==> src/rtl/sec_rtc_pkg.sv <==
package sec_rtc_pkg;

    localparam int DATA_W = 32;
    localparam int ADDR_W = 12;
    localparam int WIDX_W = ADDR_W - 2;

    // word indices (byte offset / 4)
    localparam logic [WIDX_W-1:0] W_TIME  = 10'h000;
    localparam logic [WIDX_W-1:0] W_CMP   = 10'h001;
    localparam logic [WIDX_W-1:0] W_OFS   = 10'h002;
    localparam logic [WIDX_W-1:0] W_CTRL  = 10'h003;
    localparam logic [WIDX_W-1:0] W_MASK  = 10'h004;
    localparam logic [WIDX_W-1:0] W_RAW   = 10'h005;
    localparam logic [WIDX_W-1:0] W_MSTAT = 10'h006;
    localparam logic [WIDX_W-1:0] W_CLR   = 10'h007;

    // identification block: upper bits of the word index
    localparam logic [WIDX_W-4:0] ID_HI = 7'h7F;
    localparam int ID_WORDS = 8;

    typedef struct packed {
        logic [DATA_W-1:0] cnt;
        logic [DATA_W-1:0] cmp;
        logic [DATA_W-1:0] ofs;
        logic              run;
        logic              mask;
        logic              raw;
    } rtc_state_t;

    function automatic logic [7:0] id_byte(input int unsigned idx);
        case (idx)
            0: id_byte = 8'h31;
            1: id_byte = 8'h10;
            2: id_byte = 8'h04;
            3: id_byte = 8'h00;
            4: id_byte = 8'h0D;
            5: id_byte = 8'hF0;
            6: id_byte = 8'h05;
            default: id_byte = 8'hB1;
        endcase
    endfunction

endpackage

==> src/rtl/sec_rtc_prescaler.sv <==
module sec_rtc_prescaler #(
    parameter int CLK_HZ = 100_000_000
) (
    input  logic clk,
    input  logic rst_n,
    input  logic run,
    output logic tick
);
    localparam int PW = (CLK_HZ > 1) ? $clog2(CLK_HZ) : 1;
    localparam logic [PW-1:0] TERM = PW'(CLK_HZ - 1);

    logic [PW-1:0] div_d, div_q;

    // While stopped the divider sits at zero, so a new start begins a full interval.
    always_comb begin
        tick  = run && (div_q == TERM);
        div_d = div_q;
        if (!run || tick) div_d = '0;
        else              div_d = div_q + 1'b1;
    end

    always_ff @(posedge clk) begin
        if (!rst_n) div_q <= '0;
        else        div_q <= div_d;
    end
endmodule

==> src/rtl/sec_rtc_core.sv <==
module sec_rtc_core
    import sec_rtc_pkg::*;
(
    input  logic              clk,
    input  logic              rst_n,
    input  logic              wr_en,
    input  logic [WIDX_W-1:0] widx,
    input  logic [DATA_W-1:0] wdata,
    input  logic              tick,
    output rtc_state_t        st,
    output logic              ctrl_wr,
    output logic              clr_wr
);
    rtc_state_t st_d, st_q;
    logic [DATA_W-1:0] cnt_inc;
    logic hit;

    always_comb begin
        st_d    = st_q;
        cnt_inc = st_q.cnt + 1'b1;
        ctrl_wr = wr_en && (widx == W_CTRL);
        clr_wr  = wr_en && (widx == W_CLR) && wdata[0];
        hit     = tick && !ctrl_wr && ((cnt_inc + st_q.ofs) == st_q.cmp);

        if (tick) st_d.cnt = cnt_inc;

        if (wr_en) begin
            case (widx)
                W_CMP:  st_d.cmp  = wdata;
                W_OFS:  st_d.ofs  = wdata;
                W_CTRL: begin
                    st_d.cnt = '0;
                    st_d.run = wdata[0];
                end
                W_MASK: st_d.mask = wdata[0];
                W_CLR:  if (wdata[0]) st_d.raw = 1'b0;
                default: ;
            endcase
        end

        // a hit on the same edge as a clear wins
        if (hit) st_d.raw = 1'b1;
    end

    always_ff @(posedge clk) begin
        if (!rst_n) st_q <= '0;
        else        st_q <= st_d;
    end

    assign st = st_q;
endmodule

==> src/rtl/sec_rtc_rdmux.sv <==
module sec_rtc_rdmux
    import sec_rtc_pkg::*;
(
    input  logic              rd_en,
    input  logic [WIDX_W-1:0] widx,
    input  rtc_state_t        st,
    output logic [DATA_W-1:0] rdata
);
    logic [DATA_W-1:0] id_word [ID_WORDS];

    for (genvar g = 0; g < ID_WORDS; g++) begin : g_id
        assign id_word[g] = DATA_W'(id_byte(g));
    end

    always_comb begin
        rdata = '0;
        if (rd_en) begin
            if (widx[WIDX_W-1:3] == ID_HI) begin
                rdata = id_word[widx[2:0]];
            end else begin
                case (widx)
                    W_TIME:  rdata = st.cnt + st.ofs;
                    W_CMP:   rdata = st.cmp;
                    W_OFS:   rdata = st.ofs;
                    W_CTRL:  rdata = DATA_W'(st.run);
                    W_MASK:  rdata = DATA_W'(st.mask);
                    W_RAW:   rdata = DATA_W'(st.raw);
                    W_MSTAT: rdata = DATA_W'(st.raw & ~st.mask);
                    default: rdata = '0;
                endcase
            end
        end
    end
endmodule

==> src/rtl/sec_rtc.sv <==
module sec_rtc
    import sec_rtc_pkg::*;
#(
    parameter int CLK_HZ = 100_000_000
) (
    input  logic              clk,
    input  logic              rst_n,
    input  logic              bus_sel,
    input  logic              bus_wr,
    input  logic [ADDR_W-1:0] bus_addr,
    input  logic [DATA_W-1:0] bus_wdata,
    output logic [DATA_W-1:0] bus_rdata,
    output logic              irq
);
    logic [WIDX_W-1:0] widx;
    logic [1:0]        unused_lsb;
    rtc_state_t        st;
    logic              tick, ctrl_wr, clr_wr;

    assign widx       = bus_addr[ADDR_W-1:2];
    assign unused_lsb = bus_addr[1:0];

    sec_rtc_prescaler #(.CLK_HZ(CLK_HZ)) u_pre (
        .clk(clk), .rst_n(rst_n), .run(st.run), .tick(tick)
    );

    sec_rtc_core u_core (
        .clk(clk), .rst_n(rst_n), .wr_en(bus_sel && bus_wr), .widx(widx),
        .wdata(bus_wdata), .tick(tick), .st(st), .ctrl_wr(ctrl_wr), .clr_wr(clr_wr)
    );

    sec_rtc_rdmux u_rd (
        .rd_en(bus_sel && !bus_wr), .widx(widx), .st(st), .rdata(bus_rdata)
    );

    assign irq = st.raw && !st.mask;
endmodule

==> config.mk <==
export PLATFORM = sky130hd
export DESIGN_NAME = sec_rtc
export DESIGN_NICKNAME = d
export VERILOG_FILES = /design/src/rtl/sec_rtc_pkg.sv /design/src/rtl/sec_rtc_prescaler.sv /design/src/rtl/sec_rtc_core.sv /design/src/rtl/sec_rtc_rdmux.sv /design/src/rtl/sec_rtc.sv
export SDC_FILE = /design/constraint.sdc
export NUM_CORES = 1
export LEC_CHECK = 0
export CORE_MARGIN = 2
export CORE_UTILIZATION = 50
export CTS_CLUSTER_SIZE = 30
export DETAILED_ROUTE_END_ITERATION = 7
export PLACE_DENSITY = 0.71
export SLEW_MARGIN = 20
export SYNTH_ARGS = -nofsm -noshare
export SYNTH_HDL_FRONTEND = slang
export SYNTH_SLANG_ARGS = --single-unit
==> constraint.sdc <==
create_clock -name clk -period 11.05 [get_ports clk]
set_input_delay 2.21 -clock clk [delete_from_list [all_inputs] [get_ports clk]]
set_output_delay 2.21 -clock clk [all_outputs]
set_load 0.05 [all_outputs]
==> flow_summary.toml <==
[outcome]
status = "finished with violations"
violations = "DRC"

[layout]
fill_cells = 1882
layout-drive-gt1-share_pct = 4.74
regArea_mm2 = 0.00252
area_growth_syn_to_layout_pct = 15.7
diodes = 0
nets = 1493
multi_input_area_mm2 = 0.00729

[power_and_ir_drop]
p_switching_w = 0.000230
p_int_w = 0.000862
peakVddDrop_mv = 0.113
power_density_mw_per_mm2 = 93.5
p_seq_share_pct = 41.6
power_leakage_nw = 4.29
power_frac_comb_pct = 3.5
clock_power_share_pct = 54.9
p_sw_share_pct = 21.1

[worst_hold_path]
hp-class = "reg -> reg"
worstHoldStart = "u_pre.div_q[0]"

[floorplan]
die_y_um = 146
ios = 81
floorplan.rows = 51
die_w_um = 146
initial_utilization_pct = 51.4
dieArea_mm2 = 0.0213
core-area_mm2 = 0.0197

[setup_path]
worstReg2RegStart = "u_core.st[69]"
start_kind = "input pin"
end_kind = "output pin"
regToRegSetupSlack_ns = 5.27
crit_path_cell_trace = "clkdlybuf4s50_1 > or4_1 > or4_1 > a311o_2 > nand2b_1 > o22ai_1 > clkdlybuf4s50_1"
critical_path.max_stage_delay_ns = 0.87
critPathBufInv = 2
cp_slowest_cell = "clkdlybuf4s50_1"
critPathKind = "in -> out"
path_delay_family = "simple AND/OR/NAND/NOR gates"
crit_start = "bus_addr[8]"
critPathMaxFanout = 26
cp.arrival_ns = 5.88
required_ns = 8.84

[synthesis]
synth_largest_area_cell = "dfxtp_1"
yosysMostFrequentCell = "nand2_1"
synthTopCellsByCount = "228 x nand2_1, 126 x dfxtp_1, 124 x nor2_1"
netlist_top_cells_area = "dfxtp_1 25%, nand2_1 8.5%, ha_1 7.9%"
syn_area_per_cell_um2 = 7.57
synth_nets = 1448
syn_inst = 1334
yosys.cell_types.count = 78
ys_seq_area_share_pct = 25.0
async_flop_share_pct = 0
ys_seq_elements = 126
synth_edf_count = 0
syn_area_mm2 = 0.0101
synthFlopType = "dfxtp_1"
ys.warnings.count = 0
yosys.area.top_type_share_pct = 25.0

[global_routing]
grt_max_degree = 70
grt_first_pass_wirelength_mm = 50.7
grt_pass1_vias = 9265
met1_usage_pct = 43.0
grt-ovfl-total = 0
grt_use_met2_pct = 44.3
grt_antenna_before_repair = 0
globalRouteMet3Util_pct = 7.44
grtUsageTotal_pct = 29.9
gr-max-usage-layer = "met2"

[clock_network]
cts_hold_buf = 0
cts_resized = 0
cts_setup_buffers = 0
cts_tree = "built"
cts_made_buffers = 17
h-tree-depth = 4
cts_buffer_depth = 2
cts_root_buffer = "clkbuf_16"
cts_sinks = 126
worst_skew_pair.late_latency_ns = 0.43
clk_pin_slew_worst_paths_ns = 0.06

[timing]
whs_ns = 0.479
grt_setup_unrepaired = "no"
skew_ns = 0.00784
min_period_over_period_pct = 73.2
finalCriticalPeriod_ns = 8.09
setup_viol = 0
hold_viol_final = 0
relSlewSlack_pct = 25.7
setup_tns_ns = 0
worstMarginPinSlew_ns = 1.11
slew_viol_final = 0
fmax_ghz = 0.124

[route]
wl_per_cell_um = 19.6
routed_wl_mm = 32.5
ant_nets = 0
firstDrtPassIters = 8
drc_errors = 10
via_per_inst = 6.17
dr.first_iter.drc_count = 1188
via_count = 10220

[placed_design]
hpwl_mm = 25.0
io_buffers = 78
gp_congestion = 0.963

[job]
drv_cap = 0
-- path summary, 6_finish.rpt --
| path | end | depth (start not counted) |
|---|---|---|
| worst max-delay path | bus_rdata[15] | 7 |
| worst min register to register | u_pre.div_q[0] | 1 |
| worst min-delay path | u_pre.div_q[0] | 1 |
| worst max register to register | u_core.st[0] | 18 |
-- power groups by stage --
stage	clock, W	sequential, W	combinational, W
after floorplan	0	0.000464	0.0000136
after detailed placement	0	0.000464	0.0000379
after global routing	0.000621	0.000454	0.0000405
final	0.000599	0.000454	0.0000385
after global placement	0	0.000464	0.0000380
after CTS	0.000605	0.000454	0.0000380
-- sequential cells by signal (all words and copies together), names as in the netlist --
register	cells
u_pre.div_q	27
u_core.st	99
-- cells in the final DEF, fill, tap and decap left out, types with 18 or more instances in the layout --
| master | n |
|---|---|
| a21o_1 | 19 |
| clkdlybuf4s50_1 | 77 |
| nand2_1 | 228 |
| o21ai_0 | 41 |
| dfxtp_1 | 126 |
| nand4_1 | 25 |
| nor2_1 | 124 |
| xor2_1 | 75 |
| inv_1 | 18 |
| or3_1 | 19 |
| xnor2_1 | 67 |
| nand3_1 | 36 |
| ha_1 | 64 |
| a21boi_0 | 55 |
| a21oi_1 | 86 |
| nor3_1 | 26 |
-- per-stage QoR --
stage | power [W] | util (%) | setup slack, ns | instances | area (µm²)
6_report | 0.00109 | 59.4 | 2.96 | 1657 | 11700
4_1_cts | 0.00110 | 59.4 | 2.81 | 1657 | 11700
3_5_place_dp | 0.000502 | 56.3 | 2.83 | 1625 | 11100
2_1_floorplan | 0.000478 | - | 3.83 | 1334 | 10100
5_1_grt | 0.00112 | 59.4 | 2.80 | 1657 | 11700
3_3_place_gp | 0.000502 | 56.3 | 2.82 | 1625 | 11100
-- routing by layer --
| metal | share of wire (%) | wire [µm] |
|---|---|---|
| met1 | 45 | 14600 |
| met2 | 42 | 13800 |
| met3 | 11 | 3520 |
| met4 | 2.0 | 659 |
| met5 | 0 | 0 |
-- kinds of logic (layout without fill, tap and decap cells) --
| logic type | after synthesis | after routing | share of synthesized area, % |
|---|---|---|---|
| flops | 126 | 126 | 25.0 |
| mux | 11 | 11 | 1.24 |
| xor+xnor | 142 | 142 | 12.3 |
| simple gates | 549 | 549 | 25.4 |
| fa+ha+maj | 66 | 66 | 8.33 |
| buf+inv | 79 | 137 | 3.16 |
| compound gates | 361 | 361 | 24.5 |
-- area by class of cell --
| type | instances | share of cell area (%) |
|---|---|---|
| timing repair buffer | 87 | 7.22 |
| multi-input combinational | 1129 | 62.4 |
| sequential | 126 | 21.6 |
| clock inverter | 11 | 1.40 |
| clock buffer | 21 | 3.94 |
| inverter | 18 | 0.578 |
| tap | 265 | 2.84 |
-- worst register-to-register path, stage by stage (launching register included) --
cell	delay, ns
dfxtp_1	0.46
nand3_2	0.23
nor3_1	0.52
and3_1	0.34
nand2_1	0.16
nor2_2	0.27
nand3_1	0.24
nor2_1	0.18
xor2_1	0.44
ha_1	0.38
nand2_1	0.19
nor3_1	0.15
a2111o_1	0.46
nor4_1	0.30
nand4_1	0.14
nor4_1	0.39
nand4_1	0.20
nor4_1	0.47
a31o_1	0.21
Note: power is estimated with default switching activity, not from simulation.
